`src/rtl/rsq_pkg.sv`:
```
`timescale 1ns/1ps
package rsq_pkg;

    typedef enum logic [2:0] {
        ST_OFF  = 3'd0,   // supply just became good
        ST_POR  = 3'd1,   // measuring the power-on pulse
        ST_CFG  = 3'd2,   // pulse qualified, waiting for configuration
        ST_REC  = 3'd3,   // recovery delay after the pin rises
        ST_RUN  = 3'd4,   // operational
        ST_WARM = 3'd5    // measuring a low pulse while running
    } seq_state_e;

    function automatic int unsigned max3(int unsigned a, int unsigned b, int unsigned c);
        int unsigned m;
        m = (a > b) ? a : b;
        return (m > c) ? m : c;
    endfunction

endpackage

```
`src/rtl/rsq_ctrl.sv`:
```
`timescale 1ns/1ps
module rsq_ctrl
    import rsq_pkg::*;
#(
    parameter int unsigned POR_CYC  = 64,
    parameter int unsigned WARM_CYC = 8,
    parameter int unsigned REC_CYC  = 32
) (
    input  logic clk,
    input  logic supply_good,
    input  logic reset_in_n,
    input  logic cfg_done,
    output logic cfg_load,
    output logic ready,
    output logic force_read,
    output logic logic_valid
);

    localparam int unsigned CMAX = max3(POR_CYC, WARM_CYC, REC_CYC);
    localparam int unsigned CW   = $clog2(CMAX + 1);
    localparam logic [CW:0] POR_LIM  = (CW+1)'(POR_CYC);
    localparam logic [CW:0] WARM_LIM = (CW+1)'(WARM_CYC);
    localparam logic [CW:0] REC_LIM  = (CW+1)'(REC_CYC);

    typedef struct packed {
        seq_state_e    st;
        logic [CW-1:0] cnt;
        logic          seen;   // configuration done since power-up
        logic          pdone;  // first power-on sequence finished
        logic          rdy;
        logic          cfg;
    } ctrl_regs_t;

    localparam ctrl_regs_t RST = '{st: ST_OFF, cnt: '0, seen: 1'b0,
                                   pdone: 1'b0, rdy: 1'b0, cfg: 1'b0};

    ctrl_regs_t  r_q, r_d;
    logic [CW:0] inc;

    assign inc = {1'b0, r_q.cnt} + 1'b1;

    always_comb begin
        r_d     = r_q;
        r_d.cfg = 1'b0;
        if (r_q.st != ST_OFF && cfg_done) begin
            r_d.seen = 1'b1;
        end
        case (r_q.st)
            ST_OFF: begin
                r_d.st  = ST_POR;
                r_d.cnt = '0;
                r_d.cfg = 1'b1;
            end
            ST_POR: begin
                if (!reset_in_n) begin
                    if (inc >= POR_LIM) begin
                        r_d.st  = ST_CFG;
                        r_d.cnt = '0;
                    end else begin
                        r_d.cnt = inc[CW-1:0];
                    end
                end else begin
                    r_d.cnt = '0;
                end
            end
            ST_CFG: begin
                if (r_d.seen) begin
                    r_d.st  = ST_REC;
                    r_d.cnt = '0;
                end
            end
            ST_REC: begin
                if (!reset_in_n) begin
                    r_d.cnt = '0;
                end else if (inc >= REC_LIM) begin
                    r_d.st  = ST_RUN;
                    r_d.cnt = '0;
                end else begin
                    r_d.cnt = inc[CW-1:0];
                end
            end
            ST_RUN, ST_WARM: begin
                if (!reset_in_n) begin
                    if (inc >= WARM_LIM) begin
                        r_d.st  = ST_REC;
                        r_d.cnt = '0;
                    end else begin
                        r_d.st  = ST_WARM;
                        r_d.cnt = inc[CW-1:0];
                    end
                end else begin
                    r_d.st  = ST_RUN;
                    r_d.cnt = '0;
                end
            end
            default: r_d = RST;
        endcase
        r_d.rdy = (r_d.st == ST_RUN) || (r_d.st == ST_WARM);
        if (r_d.st == ST_RUN) begin
            r_d.pdone = 1'b1;
        end
    end

    always_ff @(posedge clk or negedge supply_good) begin
        if (!supply_good) begin
            r_q <= RST;
        end else begin
            r_q <= r_d;
        end
    end

    assign cfg_load    = r_q.cfg;
    assign ready       = r_q.rdy;
    assign force_read  = !r_q.pdone;
    assign logic_valid = r_q.seen;

    p_cfg_single_r2: assert property (@(posedge clk) disable iff (!supply_good)
        r_q.cfg |=> !r_q.cfg);

    p_por_qualified_r3: assert property (@(posedge clk) disable iff (!supply_good)
        (r_q.st == ST_CFG && $past(r_q.st) == ST_POR) |-> !$past(reset_in_n));

    p_rec_needs_cfg_r4: assert property (@(posedge clk) disable iff (!supply_good)
        (r_q.st == ST_REC) |-> r_q.seen);

    p_ready_from_rec_r5: assert property (@(posedge clk) disable iff (!supply_good)
        $rose(r_q.rdy) |-> ($past(r_q.st) == ST_REC && $past(reset_in_n)));

    p_valid_sticky_r8: assert property (@(posedge clk) disable iff (!supply_good)
        r_q.seen |=> r_q.seen);

    p_ready_clears_read_r9: assert property (@(posedge clk) disable iff (!supply_good)
        r_q.rdy |-> !force_read);

endmodule

```
`src/rtl/rsq_wr_guard.sv`:
```
`timescale 1ns/1ps
module rsq_wr_guard #(
    parameter int unsigned WBLK_CYC = 1250000
) (
    input  logic clk,
    input  logic supply_good,
    input  logic below_lockout,
    input  logic ready,
    output logic ee_wr_block,
    output logic flash_wr_inhibit
);

    localparam int unsigned WW = (WBLK_CYC < 1) ? 1 : $clog2(WBLK_CYC + 1);
    localparam logic [WW-1:0] WLIM = WW'(WBLK_CYC);

    generate
        if (WBLK_CYC == 0) begin : g_no_window
            assign ee_wr_block = 1'b0;
        end else begin : g_window
            logic [WW-1:0] cnt_q, cnt_d;

            always_comb begin
                cnt_d = cnt_q;
                if (cnt_q < WLIM) begin
                    cnt_d = cnt_q + 1'b1;
                end
            end

            always_ff @(posedge clk or negedge supply_good) begin
                if (!supply_good) begin
                    cnt_q <= '0;
                end else begin
                    cnt_q <= cnt_d;
                end
            end

            assign ee_wr_block = (cnt_q < WLIM);
        end
    endgenerate

    assign flash_wr_inhibit = below_lockout || !ready;

    p_window_once_r10: assert property (@(posedge clk) disable iff (!supply_good)
        !ee_wr_block |=> !ee_wr_block);

    p_ready_not_locked_r11: assert property (@(posedge clk) disable iff (!supply_good)
        (ready && !below_lockout) |-> !flash_wr_inhibit);

endmodule

```
`src/rtl/rsq_top.sv`:
```
`timescale 1ns/1ps
module rsq_top #(
    parameter int unsigned CLK_HZ   = 250000000,
    parameter int unsigned POR_CYC  = 64,
    parameter int unsigned WARM_CYC = 8,
    parameter int unsigned REC_CYC  = 32,
    parameter int unsigned WBLK_CYC = CLK_HZ / 200
) (
    input  logic clk,
    input  logic supply_good,
    input  logic reset_in_n,
    input  logic below_lockout,
    input  logic cfg_done,
    output logic cfg_load,
    output logic ready,
    output logic force_read,
    output logic logic_valid,
    output logic ee_wr_block,
    output logic flash_wr_inhibit
);

    logic rdy;

    rsq_ctrl #(
        .POR_CYC  (POR_CYC),
        .WARM_CYC (WARM_CYC),
        .REC_CYC  (REC_CYC)
    ) i_ctrl (
        .clk         (clk),
        .supply_good (supply_good),
        .reset_in_n  (reset_in_n),
        .cfg_done    (cfg_done),
        .cfg_load    (cfg_load),
        .ready       (rdy),
        .force_read  (force_read),
        .logic_valid (logic_valid)
    );

    rsq_wr_guard #(
        .WBLK_CYC (WBLK_CYC)
    ) i_guard (
        .clk              (clk),
        .supply_good      (supply_good),
        .below_lockout    (below_lockout),
        .ready            (rdy),
        .ee_wr_block      (ee_wr_block),
        .flash_wr_inhibit (flash_wr_inhibit)
    );

    assign ready = rdy;

endmodule

```
`config.mk`:
```
export PLATFORM = sky130hd
export DESIGN_NAME = rsq_top
export DESIGN_NICKNAME = d
export VERILOG_FILES = /design/src/rtl/rsq_pkg.sv /design/src/rtl/rsq_ctrl.sv /design/src/rtl/rsq_wr_guard.sv /design/src/rtl/rsq_top.sv
export SDC_FILE = /design/constraint.sdc
export NUM_CORES = 1
export LEC_CHECK = 0
export ABC_AREA = 0
export BUFFER_PORTS_ARGS = -buffer_cell sky130_fd_sc_hd__buf_2
export CELL_PAD_IN_SITES_DETAIL_PLACEMENT = 1
export CELL_PAD_IN_SITES_GLOBAL_PLACEMENT = 1
export CORE_ASPECT_RATIO = 0.6
export CORE_UTILIZATION = 30
export DETAILED_ROUTE_END_ITERATION = 12
export GPL_ROUTABILITY_DRIVEN = 0
export PLACE_DENSITY = 0.51
export SETUP_SLACK_MARGIN = 0.2
export SYNTH_ARGS = -nofsm -noshare
export SYNTH_HDL_FRONTEND = slang
export SYNTH_SLANG_ARGS = --single-unit
```
`constraint.sdc`:
```
create_clock -name clk -period 3.2 [get_ports clk]
set_clock_uncertainty 0.2 [all_clocks]
set_input_delay 0.48 -clock clk [delete_from_list [all_inputs] [get_ports clk]]
set_output_delay 0.48 -clock clk [all_outputs]
set_load 0.005 [all_outputs]
```
Word-level counts from Yosys, hierarchy flattened

Cells that the tools add are included.

Bits in registers: 35
Bits in latches: 0
Bits in writable memories: 0
Memory bits (read-only): 0
Input port bits: 5
Output and inout bits: 6
Logic and storage cells: 47
Memories: 0

$add $sub $neg: 2
Multipliers: 0
Div/mod/pow operators: 0
Order comparisons: 4
Eq/ne operators: 9
Shifts and indexed selects: 0
Multiplexer cells: 16
Bitwise logic cells: 0
Reduce and logical (&&, ||, !) cells: 9

Operators with widths:

| kind                    | number |
|---|---|
| $pmux W10 S5            | 1 |
| $mux W10                | 3 |
| $mux W7                 | 4 |
| $add A21 B1 Y21 const B | 1 |
| $lt A21 B21 Y1 const B  | 1 |
| $mux W3                 | 5 |
| $eq A3 B3 Y1 const B    | 4 |
| $add A7 B1 Y8 const B   | 1 |
| $ge A8 B4 Y1 const B    | 1 |
| $ge A8 B6 Y1 const B    | 1 |
| $ge A8 B7 Y1 const B    | 1 |
| $eq A3 B2 Y1 const B    | 2 |
| $reduce_or A6 Y1        | 1 |
| $eq A3 B1 Y1 const B    | 1 |
| $logic_not A3 Y1        | 1 |
| $mux W1                 | 3 |
| $reduce_bool A3 Y1      | 1 |
| $logic_not A1 Y1        | 2 |
| $logic_or A1 B1 Y1      | 2 |
| $ne A2 B1 Y1 const B    | 1 |
| $ne A2 B2 Y1 const B    | 1 |
| $reduce_or A2 Y1        | 1 |
| $logic_and A1 B1 Y1     | 1 |

Longest topological paths before layout

Depth in word-level cells: 7
Depth in mapped cells: 8
Mapped depth without buffers: 8

By module

Synthesis repeated with hierarchy kept, for this count alone.

Cells, all modules: 197
Area total of the unflattened synthesis: 1984.4 um2

Modules (own cells, without submodules):

| module       | instances | cells an instance | area an instance (um2) | sequential area each (um2) |
|---|---|---|---|---|
| rsq_wr_guard | 1         | 92                | 1063.5                 | 525.5 |
| rsq_ctrl     | 1         | 105               | 920.9                  | 350.3 |

Worst setup path after synthesis

No wires, ideal clock.

Path kind: reg2reg
Start point: register i_guard.g_window.cnt_q[15]
End point: register i_guard.g_window.cnt_q[12]
Library setup time: 0.124 ns
Data arrival time: 2.374 ns
Required time: 2.876 ns
Slack: 0.502 ns
Cell stages (with the launch flop): 8
Path buffers: 0
Clock period less this slack: 2.698 ns
Cells stage by stage: dfrtp_1 or3_4 a2111oi_4 nor3_2 o41ai_4 nand2_4 or4_4 xnor2_2

Word-level cells in the longest chain between the ends: 1

RTL lines:

| element                | line               | text |
|---|---|---|
| from (decl)            | rsq_wr_guard.sv:20 | `logic [WW-1:0] cnt_q, cnt_d;` |
| from (signal assigned) | rsq_wr_guard.sv:33 | `cnt_q <= cnt_d;` |
| $lt A21 B21 Y1         | --                 |  |
| net ee_wr_block        | rsq_top.sv:18      | `output logic ee_wr_block,` |

The timed path passes the listed nets, and every way through them passes these cells.
A chain may end at the register's enable or synchronous reset.

Worst setup path in the final report

Start point: register i_guard.g_window.cnt_q[13]
End point: register i_guard.g_window.cnt_q[12]

Word-level cells in the longest chain between the ends: 1

RTL lines:

| element        | line               | text |
|---|---|---|
| $lt A21 B21 Y1 | rsq_wr_guard.sv:24 | `if (cnt_q < WLIM) begin` |

Every way passes these cells.

==> out/qor.txt <==
Status: finished, final reports clean
# H-tree levels: 2
CP arrival: 2.87 ns
Crit path cell chain: or3_4 > a2111oi_4 > nor3_2 > o41ai_4 > buf_4 > nand2_4 > or4_4 > xnor2_2
Hold Path Class: in -> async
Largest net degree at the start of global routing: 36
CTS Hold Bufs: 0
Max incr delay on CP: 0.44 ns
Pre-antenna DRT Iters: 4
Max-Cap Viols: 0
Syn Inst Count: 181
CTS Buffer Depth: 2
Tot Pwr: 0.8488 mW
Synth top area share: 47.52%
Num CTS Buffers: 5
WL/cell: 15.23 um
DIE AREA: 6471 um^2
Row count: 21
Vias in the first global route: 1,379
Asr flop ratio synth: 100.0%
Maximum clock rate: 345.7 MHz
Die H: 62.71 um
Critical path's slowest cell: or4_4
DR vias/cell: 4.957
Initial core utilization: 32.03%
Total GRT Usage: 15.32%
Nets: 205
Detailed router's first-iteration violation count: 57
Main synth FF type: dfrtp_1
Startpoint Class: register
Max Slew Vio Count: 0
Number of enable flip-flop cells after synthesis: 0
Final core occ: 36.75%
DR vias: 1,383
Tcrit/Tclk final: 90.40%
Library cells used by synthesis: 43
Skew-Pair Late Insertion Delay: 0.29 ns
Global-route wire length before repair: 7348 um
CP required: 3.18 ns
Slew Limit Headroom: 47.32%
Count of input and output buffers: 10
CTS tree: done
Detail Placement HPWL: 3075 um
Final hold viol count: 0
Grt total ovfl: 0
Clock Sinks: 35
DRC Markers: 0
CP Class: reg -> reg
Cell area power density: 401.4 nW/um^2
Critical Path End Type: register
Worst-margin pin slew: 0.7902 ns
Area contributors post-synth: dfrtp_1 (48%), xnor2_1 (4.8%), nand2_1 (3.9%), xor2_1 (3.8%), nor2_1 (2.6%)
#FFs+latches synth: 35
Root Buffer: clkbuf_8
Initial antenna violation count: 0
Register area share after synthesis: 47.52%
Synth Net Count: 188
Final Routed Wirelength: 4250 um
Die Wd: 103.2 um
Share of cells above drive strength 1: 19.10%
Leakage: 0.9555 nW
Crit path time final: 2.893 ns
Cell taking the most area after synthesis: dfrtp_1
Max FO, Critical Path: 9
Setup TNS: 0 ns
Ys Warns: 0
Final setup violation count: 0
RSZ-0062 raised after global routing: no
Ports: 11
Avg Synthesized Cell Area: 10.18 um^2
Area grow syn2layout: 14.73%
Core area: 5754 um^2
Peak VDD IR: 0.1846 mV
Worst-path clk slew: 0.07 ns
Synth Cell Area: 1843 um^2
Final antenna-violating net count: 0
Ant diodes: 0
power breakdown:
part,leakage [nW],internal (mW),switching (mW)
Clock,0.0505,0.196,0.163
Sequential,0.449,0.448,0.00740
Combinational,0.456,0.0132,0.0212
Total,0.955,0.657,0.191
through the flow:
stage / cell area (um^2) / setup slack, ns / std cells / hold slack [ns]
2_1_floorplan: 1843 / 0.5018 / 181 / -0.01559
3_3_place_gp: 1982 / 0.3505 / 268 / 0.2658
3_5_place_dp: 1982 / 0.3035 / 268 / 0.2748
4_1_cts: 2092 / 0.2158 / 276 / 0.1127
5_1_grt: 2115 / 0.1956 / 279 / 0.1401
6_report: 2115 / 0.3074 / 279 / 0.07780
synth_stat cells, types with 2 or more instances:
cell	number
nand3_1	9
clkbuf_1	3
inv_1	5
o31ai_1	3
nor2_1	13
nand2b_1	5
xnor2_1	10
nor2b_1	2
and3_1	7
a31o_2	3
ha_1	2
or3_1	2
mux2_2	2
a31oi_1	4
nand4_1	6
nor3_1	6
xor2_1	8
nand2_1	19
and2_1	4
a21oi_1	4
dfrtp_1	35
o21ai_0	8
worst paths after layout:
| kind | cells past startpoint | slack [ns] | endpoint | startpoint |
|---|---|---|---|---|
| min in group clk | 3 | 0.26 | i_ctrl.logic_valid | cfg_done |
| worst min register to register | 1 | 0.28 | i_guard.g_window.cnt_q[17] | i_guard.g_window.cnt_q[17] |
| worst max-delay path | 8 | 0.31 | i_guard.g_window.cnt_q[12] | i_guard.g_window.cnt_q[13] |
| worst max register to register | 8 | 0.31 | i_guard.g_window.cnt_q[12] | i_guard.g_window.cnt_q[13] |
| max in group asynchronous | 1 | 2.23 | i_guard.g_window.cnt_q[14] | supply_good |
| worst min-delay path | 1 | 0.08 | i_guard.g_window.cnt_q[0] | supply_good |
worst max-delay path: cells and delay by family (launching register included):
kind | cells | cell delay, ns
simple gates | 4 | 1.06
compound gates | 2 | 0.77
xor+xnor | 1 | 0.14
buf+inv | 1 | 0.19
flops | 1 | 0.42
flip-flops by register name, summed over array words and instances, names as in the netlist:
signal,count
i_ctrl.ready,1
i_ctrl.r_q,11
i_guard.g_window.cnt_q,21
i_ctrl.logic_valid,1
i_ctrl.cfg_load,1
final cells by class:
type	count	area (um^2)
tap	80	100.1
inverter	5	18.77
multi-input combinational	137	935.9
timing repair buffer	14	80.08
clock buffer	7	96.34
clock inverter	1	7.507
fill	649	3640
sequential	35	875.8
cells in the final DEF (no fill, tap or decap), types with 2 or more instances in the layout:
cell / n
dfrtp_1: 35
nand2_1: 19
nor2_1: 13
xnor2_1: 10
buf_2: 10
nand3_1: 9
o21ai_0: 8
xor2_1: 8
and3_1: 7
clkbuf_8: 7
nand4_1: 6
nor3_1: 6
inv_1: 5
nand2b_1: 5
and2_1: 4
a31oi_1: 4
a21oi_1: 4
buf_4: 4
a31o_2: 3
o31ai_1: 3
or3_1: 2
nor4_2: 2
nor2b_1: 2
mux2_2: 2
ha_1: 2
cell families after synthesis:
| group | share of synthesized area, % |
|---|---|
| and+or+nand+nor | 24.78 |
| DFF | 47.52 |
| AOI/OAI and AO/OA | 13.65 |
| xor gates and xnor gates | 9.437 |
| buffers and inverters | 2.037 |
| muxes | 1.222 |
| adders and majority gates | 1.358 |
layer usage:
metal	GRT usage, %	up-vias	share of wire (%)
met2	18.42	16	39
met4	3.169	0	0.28
met3	4.698	2	3.4
met5	0	-	0
met1	25.46	682	57
li1	-	683	-
repair_timing:
action | in CTS | in global routing
gates resized for setup | 1 | 0
endpoints found under the setup margin | 1 | 1
pin swaps | 0 | 1
buffers inserted | 0 | 3
Note: power is estimated with default switching activity, not from simulation.
